**src/rtl/scan_pkg.sv**
```systemverilog
package scan_pkg;

   typedef enum logic [1:0] {
      SEQ_CLR  = 2'd0,
      SEQ_IDLE = 2'd1,
      SEQ_LOW  = 2'd2,
      SEQ_HIGH = 2'd3
   } seq_state_e;

   // Glyph bytes: g selects the glyph, r the column within it.
   function automatic logic [7:0] glyph_byte(input logic [2:0] g, input logic [2:0] r);
      logic [7:0] b;
      b = 8'hFF;
      if (r < 3'd5) begin
         case (g)
            3'd0: b = (r == 3'd2) ? 8'h80 : 8'hFF;
            3'd1: b = (r == 3'd0 || r == 3'd4) ? 8'hE3 : 8'hC1;
            3'd2: b = (r == 3'd0) ? 8'hE3 : 8'hDD;
            3'd3: begin
               case (r)
                  3'd0, 3'd4: b = 8'hF7;
                  3'd1, 3'd3: b = 8'hFB;
                  default:    b = 8'hC0;
               endcase
            end
            3'd4: begin
               case (r)
                  3'd0:    b = 8'hFC;
                  3'd1:    b = 8'hFB;
                  3'd2:    b = 8'hF7;
                  3'd3:    b = 8'hEF;
                  default: b = 8'hDF;
               endcase
            end
            3'd5: begin
               case (r)
                  3'd0:    b = 8'hDF;
                  3'd1:    b = 8'hEF;
                  3'd2:    b = 8'hF7;
                  3'd3:    b = 8'hFB;
                  default: b = 8'hFC;
               endcase
            end
            3'd6:    b = 8'hFF;
            default: b = 8'h80;
         endcase
      end
      return b;
   endfunction

endpackage

```
**src/rtl/scan_tick_div.sv**
```systemverilog
module scan_tick_div #(
   parameter int TICKS_PER_STEP = 8
) (
   input  logic clk,
   input  logic rst_n,
   input  logic tick_en,
   output logic step
);
   localparam int CNT_W = (TICKS_PER_STEP > 1) ? $clog2(TICKS_PER_STEP) : 1;
   localparam logic [CNT_W-1:0] LAST = CNT_W'(TICKS_PER_STEP - 1);

   logic [CNT_W-1:0] cnt_q;

   assign step = tick_en && (cnt_q == LAST);

   always_ff @(posedge clk or negedge rst_n) begin
      if (!rst_n) begin
         cnt_q <= '0;
      end else if (tick_en) begin
         cnt_q <= (cnt_q == LAST) ? '0 : cnt_q + 1'b1;
      end
   end
endmodule

```
**src/rtl/scan_glyph_rom.sv**
```systemverilog
module scan_glyph_rom #(
   parameter int ADDR_W = 6,
   parameter int ROW_W  = 8
) (
   input  logic [ADDR_W-1:0] addr,
   output logic [ROW_W-1:0]  data
);
   import scan_pkg::*;

   logic in_range;

   generate
      if (ADDR_W == 6) begin : g_exact
         assign in_range = 1'b1;
      end else begin : g_wide
         assign in_range = (addr[ADDR_W-1:6] == '0);
      end
   endgenerate

   always_comb begin
      data = '1;
      if (in_range) begin
         data = ROW_W'(glyph_byte(addr[5:3], addr[2:0]));
      end
   end
endmodule

```
**src/rtl/scan_row_order.sv**
```systemverilog
module scan_row_order #(
   parameter int ROW_W  = 8,
   parameter bit MIRROR = 1'b1
) (
   input  logic             mirror_sel,
   input  logic [ROW_W-1:0] din,
   output logic [ROW_W-1:0] dout
);
   generate
      if (MIRROR) begin : g_mirror
         logic [ROW_W-1:0] rev;
         for (genvar i = 0; i < ROW_W; i++) begin : g_bit
            assign rev[i] = din[ROW_W-1-i];
         end
         assign dout = mirror_sel ? rev : din;
      end else begin : g_plain
         logic unused_sel;
         assign unused_sel = mirror_sel;
         assign dout = din;
      end
   endgenerate
endmodule

```
**src/rtl/dual_matrix_scanner.sv**
```systemverilog
module dual_matrix_scanner #(
   parameter int ADDR_W         = 6,
   parameter int ROW_W          = 8,
   parameter int COLS_PER_PANEL = 5,
   parameter int TICKS_PER_STEP = 8,
   parameter bit MIRROR_LEFT    = 1'b1
) (
   input  logic              clk,
   input  logic              rst_n,
   input  logic              tick_en,
   input  logic [ADDR_W-1:0] right_base,
   input  logic [ADDR_W-1:0] left_base,
   output logic              col_clk,
   output logic              col_data,
   output logic              col_clr_n,
   output logic [ROW_W-1:0]  row_n
);
   import scan_pkg::*;

   localparam int NUM_COLS = 2 * COLS_PER_PANEL;
   localparam int COL_W    = $clog2(NUM_COLS);
   localparam logic [COL_W-1:0] COL_LEFT = COL_W'(COLS_PER_PANEL);
   localparam logic [COL_W-1:0] COL_LAST = COL_W'(NUM_COLS - 1);

   generate
      if (TICKS_PER_STEP < 4) begin : g_bad_ticks
         $error("TICKS_PER_STEP must cover the three-cycle step sequence");
      end
      if (ADDR_W < 6) begin : g_bad_addr
         $error("ADDR_W must reach all glyph addresses");
      end
      if (ROW_W != 8) begin : g_bad_row
         $error("ROW_W must match the glyph byte width");
      end
      if (COLS_PER_PANEL < 1 || COLS_PER_PANEL > 8) begin : g_bad_cols
         $error("COLS_PER_PANEL out of range");
      end
   endgenerate

   seq_state_e        state_q;
   logic [COL_W-1:0]  col_q;
   logic [ADDR_W-1:0] addr_q;
   logic              step;
   logic [ROW_W-1:0]  rom_byte;
   logic [ROW_W-1:0]  ordered;

   scan_tick_div #(.TICKS_PER_STEP(TICKS_PER_STEP)) u_div (
      .clk     (clk),
      .rst_n   (rst_n),
      .tick_en (tick_en),
      .step    (step)
   );

   scan_glyph_rom #(.ADDR_W(ADDR_W), .ROW_W(ROW_W)) u_rom (
      .addr (addr_q),
      .data (rom_byte)
   );

   scan_row_order #(.ROW_W(ROW_W), .MIRROR(MIRROR_LEFT)) u_order (
      .mirror_sel (col_q >= COL_LEFT),
      .din        (rom_byte),
      .dout       (ordered)
   );

   always_ff @(posedge clk or negedge rst_n) begin
      if (!rst_n) begin
         state_q   <= SEQ_CLR;
         col_q     <= '0;
         addr_q    <= '0;
         col_clk   <= 1'b1;
         col_data  <= 1'b0;
         col_clr_n <= 1'b0;
         row_n     <= '1;
      end else begin
         case (state_q)
            SEQ_CLR: begin
               col_clr_n <= 1'b1;
               state_q   <= SEQ_IDLE;
            end
            SEQ_IDLE: begin
               if (step) begin
                  col_clk <= 1'b0;
                  if (col_q == '0) begin
                     col_data <= 1'b1;
                     addr_q   <= right_base;
                  end
                  if (col_q == COL_LEFT) begin
                     addr_q <= left_base;
                  end
                  state_q <= SEQ_LOW;
               end
            end
            SEQ_LOW: begin
               col_clk <= 1'b1;
               state_q <= SEQ_HIGH;
            end
            default: begin
               col_data <= 1'b0;
               row_n    <= ordered;
               addr_q   <= addr_q + 1'b1;
               col_q    <= (col_q == COL_LAST) ? '0 : col_q + 1'b1;
               state_q  <= SEQ_IDLE;
            end
         endcase
      end
   end
endmodule

```
**config.mk**
```make
export PLATFORM = sky130hd
export DESIGN_NAME = dual_matrix_scanner
export DESIGN_NICKNAME = d
export VERILOG_FILES = /design/src/rtl/scan_pkg.sv /design/src/rtl/scan_tick_div.sv /design/src/rtl/scan_glyph_rom.sv /design/src/rtl/scan_row_order.sv /design/src/rtl/dual_matrix_scanner.sv
export SDC_FILE = /design/constraint.sdc
export NUM_CORES = 1
export LEC_CHECK = 0
export ABC_CLOCK_PERIOD_IN_PS = 2250
export BUFFER_PORTS_ARGS = -buffer_cell sky130_fd_sc_hd__buf_4
export CORE_MARGIN = 3
export CORE_UTILIZATION = 45
export CTS_CLUSTER_SIZE = 30
export DETAILED_ROUTE_END_ITERATION = 10
export SETUP_SLACK_MARGIN = 0.15
export SYNTH_ARGS = -nofsm -noshare
export SYNTH_HDL_FRONTEND = slang
export SYNTH_HIERARCHICAL = 1
export SYNTH_SLANG_ARGS = --single-unit
```
**constraint.sdc**
```tcl
create_clock -name clk -period 2.25 [get_ports clk]
set_input_delay 0.225 -clock clk [delete_from_list [all_inputs] [get_ports clk]]
set_output_delay 0.225 -clock clk [all_outputs]
set_load 0.05 [all_outputs]
```
* Word level (Yosys, flattened, before mapping)
Index checks and enable logic that the tools add are counted.
** Word-level totals
- Register bits :: 26
- Input bits :: 15
- Output and inout port bits :: 11
** Cells by class
- $add $sub $neg :: 3
- $lt $le $gt $ge :: 2
- Equal/unequal tests :: 18
- Multiplexer cells :: 22
- Bitwise gates (word level) :: 1
- Reductions and logical operators :: 14
** Operators with widths (count)
- 8-bit one-hot mux with 7 select lines :: 1
- 6-bit one-hot mux with 4 select lines :: 2
- 6-bit two-way mux :: 5
- 6-bit one-hot mux with 2 select lines :: 2
- 8-bit two-way mux :: 2
- 3-bit equality test, second input constant :: 5
- 3-bit by 2-bit equality test with 1-bit output, second input constant :: 4
- 7-bit two-way mux :: 1
- 6-bit by 1-bit adder with 6-bit output, second input constant :: 1
- 3-bit by 1-bit equality test with 1-bit output, second input constant :: 2
- 3-bit zero test :: 2
- 3-bit AND reduction :: 2
- 2-bit OR reduction :: 3
- 4-bit by 1-bit adder with 4-bit output, second input constant :: 1
- 4-bit by 3-bit equality test with 1-bit output, second input constant :: 1
- 4-bit equality test, second input constant :: 1
- 4-bit by 3-bit >= comparator with 1-bit output, second input constant :: 1
- 4-bit zero test :: 1
- 4-bit two-way mux :: 1
- 2-bit != test, second input constant :: 2
- 1-bit one-hot mux with 2 select lines :: 2
- 2-bit one-hot mux with 2 select lines :: 1
- 3-bit by 1-bit adder with 3-bit output, second input constant :: 1
- 3-bit < comparator, second input constant :: 1
- 13 further kinds :: 15

* Logic depth before layout (Yosys ltp)
Gate-level depths: netlist (run 1).
- Depth in word-level cells :: 6
- Gate-level depth with buffers :: 8

* Hierarchy
The synthesis (run 1) kept the hierarchy.
** Modules (own cells, without submodules)
- dual_matrix_scanner :: times used 1, cells an instance 115, area an instance 1260.0 um^2, sequential area each 586.8 um^2
- scan_glyph_rom :: times used 1, cells an instance 68, area an instance 434.2 um^2, sequential area each 0.0 um^2
- scan_tick_div :: times used 1, cells an instance 12, area an instance 150.1 um^2, sequential area each 75.1 um^2
- scan_row_order :: times used 1, cells an instance 9, area an instance 131.4 um^2, sequential area each 0.0 um^2

* Worst setup path before layout (run 1)
No wires, ideal clock.
- Path type :: register to register
- Start :: register u_div.cnt_q[0]
- End :: register addr_q[0]
- Setup time :: 0.125 ns
- Arrival :: 1.771 ns
- Data required time :: 2.125 ns
- Slack :: 0.354 ns
- Cell stages (with the launch flop) :: 9
- Path buffers :: 1
- Cells stage by stage :: dfrtp_1 ha_1 ha_1 and2_2 nand2b_1 nand2_1 or2_1 buf_6 mux2_4
** Between the ends
- Longest elaborated chain between the ends :: 4
** RTL lines
- start: declaration :: RTL line scan_tick_div.sv:12 : logic [CNT_W-1:0] cnt_q;
- start signal: assignment :: RTL line scan_tick_div.sv:20 : cnt_q <= (cnt_q == LAST) ? '0 : cnt_q + 1'b1;
- 3-bit equality test :: RTL line scan_tick_div.sv:14 : assign step = tick_en && (cnt_q == LAST);
- 1-bit logical AND :: RTL line scan_tick_div.sv:14
- net step :: RTL line dual_matrix_scanner.sv:43 : logic step;
- 2-bit != test (no source line)
- 3-bit AND reduction (no source line)
- end signal: assignment :: RTL line dual_matrix_scanner.sv:85 : addr_q <= right_base;
- end signal: assignment :: RTL line dual_matrix_scanner.sv:88 : addr_q <= left_base;
- end signal: assignment :: RTL line dual_matrix_scanner.sv:100 : addr_q <= addr_q + 1'b1;
- end: declaration :: RTL line dual_matrix_scanner.sv:42 : logic [ADDR_W-1:0] addr_q;
The timed path passes the listed nets, and every way through them passes these cells.
A chain may end at the register's enable or synchronous reset.

* Worst setup path after layout (run 1)
- Start :: register addr_q[3]
- End :: register row_n[3]
** Between the ends
- Longest elaborated chain between the ends :: 4
- Elaborated cells between the ends (all ways) :: 10
- Those cells by class :: 6 x eq/ne; 3 x mux; 1 x reduce/logical
** RTL lines
- 3-bit equality test, or another cell as far along :: RTL line scan_pkg.sv:15 : case (g)
- 8-bit one-hot mux with 7 select lines (*) :: RTL line scan_pkg.sv:15
- 8-bit two-way mux (*) :: RTL line scan_pkg.sv:14 : if (r < 3'd5) begin
- net rom_byte[3] :: RTL line dual_matrix_scanner.sv:44 : logic [ROW_W-1:0] rom_byte;
- 8-bit two-way mux (*) :: RTL line scan_row_order.sv:15 : assign dout = mirror_sel ? rev : din;
- net ordered[3] :: RTL line dual_matrix_scanner.sv:45 : logic [ROW_W-1:0] ordered;
- end signal: assignment :: RTL line dual_matrix_scanner.sv:99 : row_n <= ordered;
- end: declaration :: RTL line dual_matrix_scanner.sv:16 : output logic [ROW_W-1:0] row_n
The timed path passes the listed nets; every way through them passes the cells marked *.

==> results of run 1 <==
## worst max-delay path, stage by stage, from the launching register on
cell	delay, ns
sky130_fd_sc_hd__dfrtp_1	0.63
sky130_fd_sc_hd__and3b_1	0.23
sky130_fd_sc_hd__a211oi_1	0.30
sky130_fd_sc_hd__a21oi_1	0.08
sky130_fd_sc_hd__a2bb2oi_1	0.16
sky130_fd_sc_hd__mux2_4	0.28
sky130_fd_sc_hd__mux2_2	0.26
## through the flow
stage / power [W] / utilization
global placement: 0.00323 / 0.520
CTS: 0.00374 / 0.541
global route: 0.00405 / 0.542
detailed placement: 0.00333 / 0.520
floorplan: 0.00295 / -
finish: 0.00377 / 0.542
## cell families (layout without fill, tap and decap cells)
| logic type | Yosys count | in the layout | share of synthesized area |
|---|---|---|---|
| adders and majority gates | 8 | 8 | 0.0507 |
| muxes | 28 | 28 | 0.174 |
| buffers and inverters | 23 | 41 | 0.0741 |
| xor gates and xnor gates | 4 | 4 | 0.0177 |
| and+or+nand+nor | 64 | 64 | 0.184 |
| other | 1 | 1 | 0.00190 |
| AOI/OAI and AO/OA | 50 | 50 | 0.162 |
| DFF | 26 | 26 | 0.335 |
## placed cells by master, fill, tap and decap left out, types with 4 or more instances in the layout
cell type,instances
sky130_fd_sc_hd__buf_4,30
sky130_fd_sc_hd__dfstp_2,9
sky130_fd_sc_hd__nor2b_1,5
sky130_fd_sc_hd__ha_1,8
sky130_fd_sc_hd__nand2_1,11
sky130_fd_sc_hd__mux2_2,11
sky130_fd_sc_hd__o21ai_0,9
sky130_fd_sc_hd__nor3_1,4
sky130_fd_sc_hd__nand2b_1,5
sky130_fd_sc_hd__mux2i_1,7
sky130_fd_sc_hd__and3b_1,4
sky130_fd_sc_hd__mux2_4,10
sky130_fd_sc_hd__dfrtp_2,4
sky130_fd_sc_hd__dfrtp_1,13
sky130_fd_sc_hd__inv_1,6
sky130_fd_sc_hd__nor2_1,13
sky130_fd_sc_hd__a21oi_1,14
sky130_fd_sc_hd__a31oi_1,4
## sequential cells by signal, summed over array words and instances, names as in the netlist
register and flops:
state_q 2, col_clk 1, col_q 4, u_div/cnt_q 3, row_n 8, col_data 1, addr_q 6, col_clr_n 1
## routing by layer
| layer | up-vias | share of wire |
|---|---|---|
| met5 | - | 0 |
| met4 | 0 | 0.013 |
| met3 | 6 | 0.052 |
| met2 | 50 | 0.50 |
| met1 | 796 | 0.43 |
| li1 | 770 | - |
## area by class of cell
cell class / count / share of cell area
clock inverter: 1 / 0.0135
clock buffer: 3 / 0.0185
sequential: 26 / 0.299
tap: 50 / 0.0280
multi-input combinational: 155 / 0.526
inverter: 6 / 0.0101
timing repair buffer: 31 / 0.105
## power by group through the flow
stage | registers (W) | clock network [W] | logic [W]
after global routing | 0.00113 | 0.000413 | 0.00250
after detailed placement | 0.00107 | 0 | 0.00225
final | 0.00109 | 0.000390 | 0.00229
after global placement | 0.00105 | 0 | 0.00218
after CTS | 0.00107 | 0.000395 | 0.00228
after floorplan | 0.00110 | 0 | 0.00185
## worst max-delay path by stage
stage,to,depth (start not counted)
finish,row_n[3],6
global route,row_n[3],6
CTS,row_n[3],6
detailed placement,row_n[3],6
global placement,addr_q[1],7
floorplan,addr_q[0],8
## repair_timing
action                                  4_1_cts  5_1_grt
hold endpoints to repair                     17        0
endpoints found under the setup margin        3       10
resized for setup                             2        4
hold buffers                                  1        0
setup buffers                                 0        0
==> metrics.txt, run 1 <==
worst hold endpoint=u_div/cnt_q[1]; placed inst area=~0.0021 mm^2; number of I/O pins=26; clock-pin slew on the worst setup and hold paths=~0.1 ns; sequential cell area in the final layout=about 670 um^2; portion of synthesized cell area occupied by the leading cell type=0.215; met2 usage in global routing=0.282; Num CTS Buffers=3; final hold violation count=0; clock network latency to the later pin of the worst-skew pair=between 0.2 and 0.3 ns; met1 track utilization from global routing=0.215; clock sink total=26; maximum ir drop on the vdd rail=roughly 0.00067 V; Max Clock Freq=roughly 0.5 GHz; vertical die dimension=slightly above 70 um; worst-case hold slack=0.185 ns; worst-path fanout max=16; count of H-tree levels built during CTS=1; Tot GR Track Use=0.167; number of instances in the synthesized netlist=slightly above 200; worst endpoint required time=about 2.5 ns; global-route congestion overflow total=0; final critical path time including I/O delays and setup=~2.0 ns; Switching Fraction=0.449; number of vias per cell after detailed routing=between 5 and 6; Worst Setup SP=addr_q[3]; top_reg_cell synth=sky130_fd_sc_hd__dfrtp_1; element type at the critical path start=flop; capturing element type of the critical path=flop; Pwr per Cell Area=approximately 1700 mW/mm^2; n_diodes=0; worst setup skew after layout=about 0.0057 ns; number of vias after detailed routing=approximately 1600; Starting Density=0.480; relative contribution of combinational cells to total power=0.608; post-synthesis cell area=0.00198 mm^2; GRT Max-Usage Layer=met2; worst slew slack as a fraction of its limit=0.647; setup repair after global routing missed its margin=no; largest net degree at the start of global routing=27; largest cells by area after synthesis=sky130_fd_sc_hd__dfrtp_1, sky130_fd_sc_hd__dfstp_2, sky130_fd_sc_hd__mux2_4; area taken by multi-input logic gates=approximately 0.0012 mm^2; Net Sw Power=roughly 0.0017 W; Final Worst Setup Slack=~0.24 ns; met3 Resource Use GR=0.0291; wire length of the first global-routing pass=6950 um; number of maximum-capacitance constraint violations=0; sequential cell area fraction in the yosys report=0.335; post-layout instance count excluding filler cells=272; via count of the first global-routing pass=1555; worst r2r dst=row_n[3]; critical path class=reg -> reg; Register-to-Register Setup Slack=0.24 ns; type of the tightest min-delay check=in -> reg; die area=between 0.005 and 0.006 mm^2; data arrival time at the worst-slack endpoint=2.22 ns; Post-Synthesis Net Count=between 200 and 250; first-pass iteration count of the detailed router=5; Netlist cell types=52; placeable core area=a little over 0.004 mm^2; Worst Hold Path Cells=2; layout cell share with drive strength beyond 1=0.347; #FFs+latches synth=26; sequential group share of total power=0.288; number of antenna violations at the first check in global routing=0; Period Utilization, post-route=0.892; placed wire-length estimate after detailed placement=3100 um; fraction of power consumed by the clock network=0.104; total leakage power=0.954 nW; final-report setup violation count=0; library cell used as clock root buffer=sky130_fd_sc_hd__clkbuf_8; initial detailed-routing violation count=104; detailed-route wire length per cell=between 15 and 20 um; growth of design area from synthesis to finish=12.9%; CTS tree=built; setup total negative slack=0 ns; last weighted congestion value of the routability-driven placer=around 0.89; die width=a little over 70 um; total internal power=a little over 0.002 W; most used standard cell by instance count after synthesis=sky130_fd_sc_hd__dfrtp_1; run status=complete, no violations; drt drc=0; area of all placed cells without fillers=between 0.002 and 0.0025 mm^2; detailed-route wire length=4330 um; worst flop-to-flop path startpoint=addr_q[3]; synthesized area per cell=9.68 um^2; Placed Instances=approximately 270; DP Worst Slack=0.0958 ns; quantity of I/O buffers inserted on ports=25; number of fillers in the final layout=between 300 and 400; antenna violation net count after detailed routing=0; Max Slew Vio Count=0; largest area contributor in the netlist=sky130_fd_sc_hd__dfrtp_1; worst-case reg-to-reg path depth=6; Placement Rows=23; Synth async-reset ratio=1.00; ranking of synthesized cells by instance count=sky130_fd_sc_hd__dfrtp_1, sky130_fd_sc_hd__a21oi_1, sky130_fd_sc_hd__nor2_1, sky130_fd_sc_hd__nand2_1, sky130_fd_sc_hd__mux2_2; Slew @ Worst Pin=between 0.5 and 0.6 ns; number of nets in the layout=~250; count of flip-flops with a built-in enable after synthesis=0; Yosys warning count=6; Hold Startpoint=tick_en; deepest clock path buffer count=2
No activity file was read; power rests on OpenSTA's default activity.
==> run 2, diff against run 1 <==
Settings changed: PLACE_DENSITY from default to 0.76.
==> run 2 against run 1 <==
Compared with the run above:
- sequential power about the same
- cell area shrank 0.62%
- final cell count unchanged
- maximum frequency is 1.1% higher
==> metrics.txt, run 2 (synthesis gave the netlist of run 1 again) <==
Tot GR Track Use=0.156 (was 0.167); CTS tree=built (unchanged); layout cell share with drive strength beyond 1=0.342 (was 0.347); Slew @ Worst Pin=0.526 ns (was 0.529 ns); growth of design area from synthesis to finish=12.2% (was 12.9%); most common library cell in the layout ignoring fill and taps=sky130_fd_sc_hd__buf_4 (unchanged); clock-pin slew on the worst setup and hold paths=0.09 ns (was 0.10 ns); first-pass iteration count of the detailed router=4 (was 5); worst slew slack as a fraction of its limit=0.649 (was 0.647); delay of the slowest critical-path stage=0.68 ns (was 0.63 ns); Num CTS Buffers=3 (unchanged); placed inst area=0.00215 mm^2 (was 0.00214 mm^2); maximum ir drop on the vdd rail=0.000770 V (was 0.000674 V); drt drc=0 (unchanged); top library cells by usage in the layout, fill and taps aside=sky130_fd_sc_hd__buf_4, sky130_fd_sc_hd__a21oi_1, sky130_fd_sc_hd__dfrtp_1 (was sky130_fd_sc_hd__buf_4, sky130_fd_sc_hd__a21oi_1, sky130_fd_sc_hd__nor2_1, sky130_fd_sc_hd__dfrtp_1); element type at the critical path start=flop (unchanged); worst setup skew after layout=0.00149 ns (was 0.00572 ns); n_diodes=0 (unchanged); area of all placed cells without fillers=0.00222 mm^2 (was 0.00223 mm^2); Register-to-Register Setup Slack=0.26 ns (was 0.24 ns); number of nets in the layout=246 (unchanged); capturing element type of the critical path=flop (unchanged); critical path buffer and inverter count=0 (unchanged); Period Utilization, post-route=0.882 (was 0.892); clock sink total=26 (unchanged); placeable core area=0.00412 mm^2 (unchanged); Max Slew Vio Count=0 (unchanged); die width=72.3 um (unchanged); slowest cell on the critical path=sky130_fd_sc_hd__dfrtp_1 (unchanged); vertical die dimension=72.3 um (unchanged); setup total negative slack=0 ns (unchanged); Placement Rows=23 (unchanged); number of maximum-capacitance constraint violations=0 (unchanged); Starting Density=0.480 (unchanged); global-route congestion overflow total=0 (unchanged); detailed-route wire length=3790 um (was 4330 um); setup repair after global routing missed its margin=no (unchanged); worst-path fanout max=18 (was 16); number of I/O pins=26 (unchanged); Reg with most FFs=row_n (unchanged); last weighted congestion value of the routability-driven placer=0.826 (was 0.887); count of H-tree levels built during CTS=1 (unchanged); total leakage power=0.949 nW (was 0.954 nW); largest net degree at the start of global routing=27 (unchanged); die area=0.00522 mm^2 (unchanged); placed wire-length estimate after detailed placement=2750 um (was 3100 um); number of vias after detailed routing=1534 (was 1622); worst-case hold slack=0.189 ns (was 0.185 ns); run status=complete, no violations (unchanged); via count of the first global-routing pass=1435 (was 1555); data arrival time at the worst-slack endpoint=2.19 ns (was 2.22 ns); library cell used as clock root buffer=sky130_fd_sc_hd__clkbuf_8 (unchanged); quantity of I/O buffers inserted on ports=25 (unchanged); wire length of the first global-routing pass=6620 um (was 6950 um); Max Clock Freq=0.504 GHz (was 0.498 GHz); type of the tightest min-delay check=in -> reg (unchanged); initial detailed-routing violation count=64 (was 104); registers with the highest flip-flop counts=row_n: 8 flops, addr_q: 6 flops, col_q: 4 flops (unchanged); number of flip-flops under the largest register name=8 (unchanged); Pwr per Cell Area=1630 mW/mm^2 (was 1690 mW/mm^2); Util after Layout=0.539 (was 0.542); detailed-route wire length per cell=13.9 um (was 15.9 um); series of cell instances along the critical path=nor3b_2 -> nand2_1 -> o31ai_1 -> a21oi_1 -> mux2_4 -> mux2_2 (was and3b_1 -> a211oi_1 -> a21oi_1 -> a2bb2oi_1 -> mux2_4 -> mux2_2); worst endpoint required time=2.45 ns (was 2.46 ns); final-report setup violation count=0 (unchanged); antenna violation net count after detailed routing=0 (unchanged); deepest clock path buffer count=2 (unchanged); number of antenna violations at the first check in global routing=0 (unchanged); clock network latency to the later pin of the worst-skew pair=0.27 ns (about the same); number of vias per cell after detailed routing=5.64 (was 5.96); final hold violation count=0 (unchanged); number of fillers in the final layout=387 (was 376); critical path class=reg -> reg (unchanged); final critical path time including I/O delays and setup=1.99 ns (was 2.01 ns); Worst path top cell family by delay=flip-flops (unchanged)
## run 2: worst reg2reg max path: stages, from the launching register on
cell and delay (ns):
sky130_fd_sc_hd__dfrtp_1 0.68, sky130_fd_sc_hd__nor3b_2 0.41, sky130_fd_sc_hd__nand2_1 0.11, sky130_fd_sc_hd__o31ai_1 0.09, sky130_fd_sc_hd__a21oi_1 0.09, sky130_fd_sc_hd__mux2_4 0.27, sky130_fd_sc_hd__mux2_2 0.27
## run 2: report_power, final
group          total [W]  internal, W  switching, W
sequential       0.00107     0.000723      0.000348
combinational    0.00224      0.00112       0.00112
clock           0.000300     0.000156      0.000144
total            0.00361      0.00200       0.00161
## run 2: timing repair
action                                  in CTS  in global routing
endpoints found under the hold margin       17                  0
hold buffers                                 1                  0
buffers inserted                             0                  0
gates resized for setup                      0                  4
endpoints found under the setup margin       0                  9
## run 2: area by class of cell
| class | instances | area, um^2 | share of cell area |
|---|---|---|---|
| multi-input combinational | 155 | 1180 | 0.530 |
| timing repair buffer | 31 | 235 | 0.106 |
| inverter | 6 | 22.5 | 0.0102 |
| clock buffer | 4 | 55.1 | 0.0248 |
| tap | 50 | 62.6 | 0.0282 |
| sequential | 26 | 666 | 0.300 |
## run 2: final timing paths
check	to	cells after the start	from
setup / recovery	row_n[2]	6	addr_q[3]
setup reg to reg	row_n[2]	6	addr_q[3]
max in group asynchronous	col_clk	2	rst_n
hold reg to reg	col_clr_n	1	col_clr_n
min in group asynchronous	addr_q[0]	2	rst_n
hold / removal	u_div/cnt_q[1]	2	tick_en
## run 2: metrics by stage
step / instances / power, W / setup slack (ns)
2_1_floorplan: 204 / 0.00295 / 0.354
3_3_place_gp: 267 / 0.00324 / 0.259
3_5_place_dp: 267 / 0.00330 / 0.218
4_1_cts: 272 / 0.00361 / 0.212
5_1_grt: 272 / 0.00395 / 0.174
6_report: 272 / 0.00361 / 0.265
## run 2: routing by layer
metal	track usage	share of wire	wire length (um)	vias up
met5	0	0	0	-
met4	0.0334	0.0087	33	0
met3	0.0249	0.053	201	4
met2	0.247	0.48	1810	43
met1	0.226	0.46	1740	723
li1	-	-	-	764
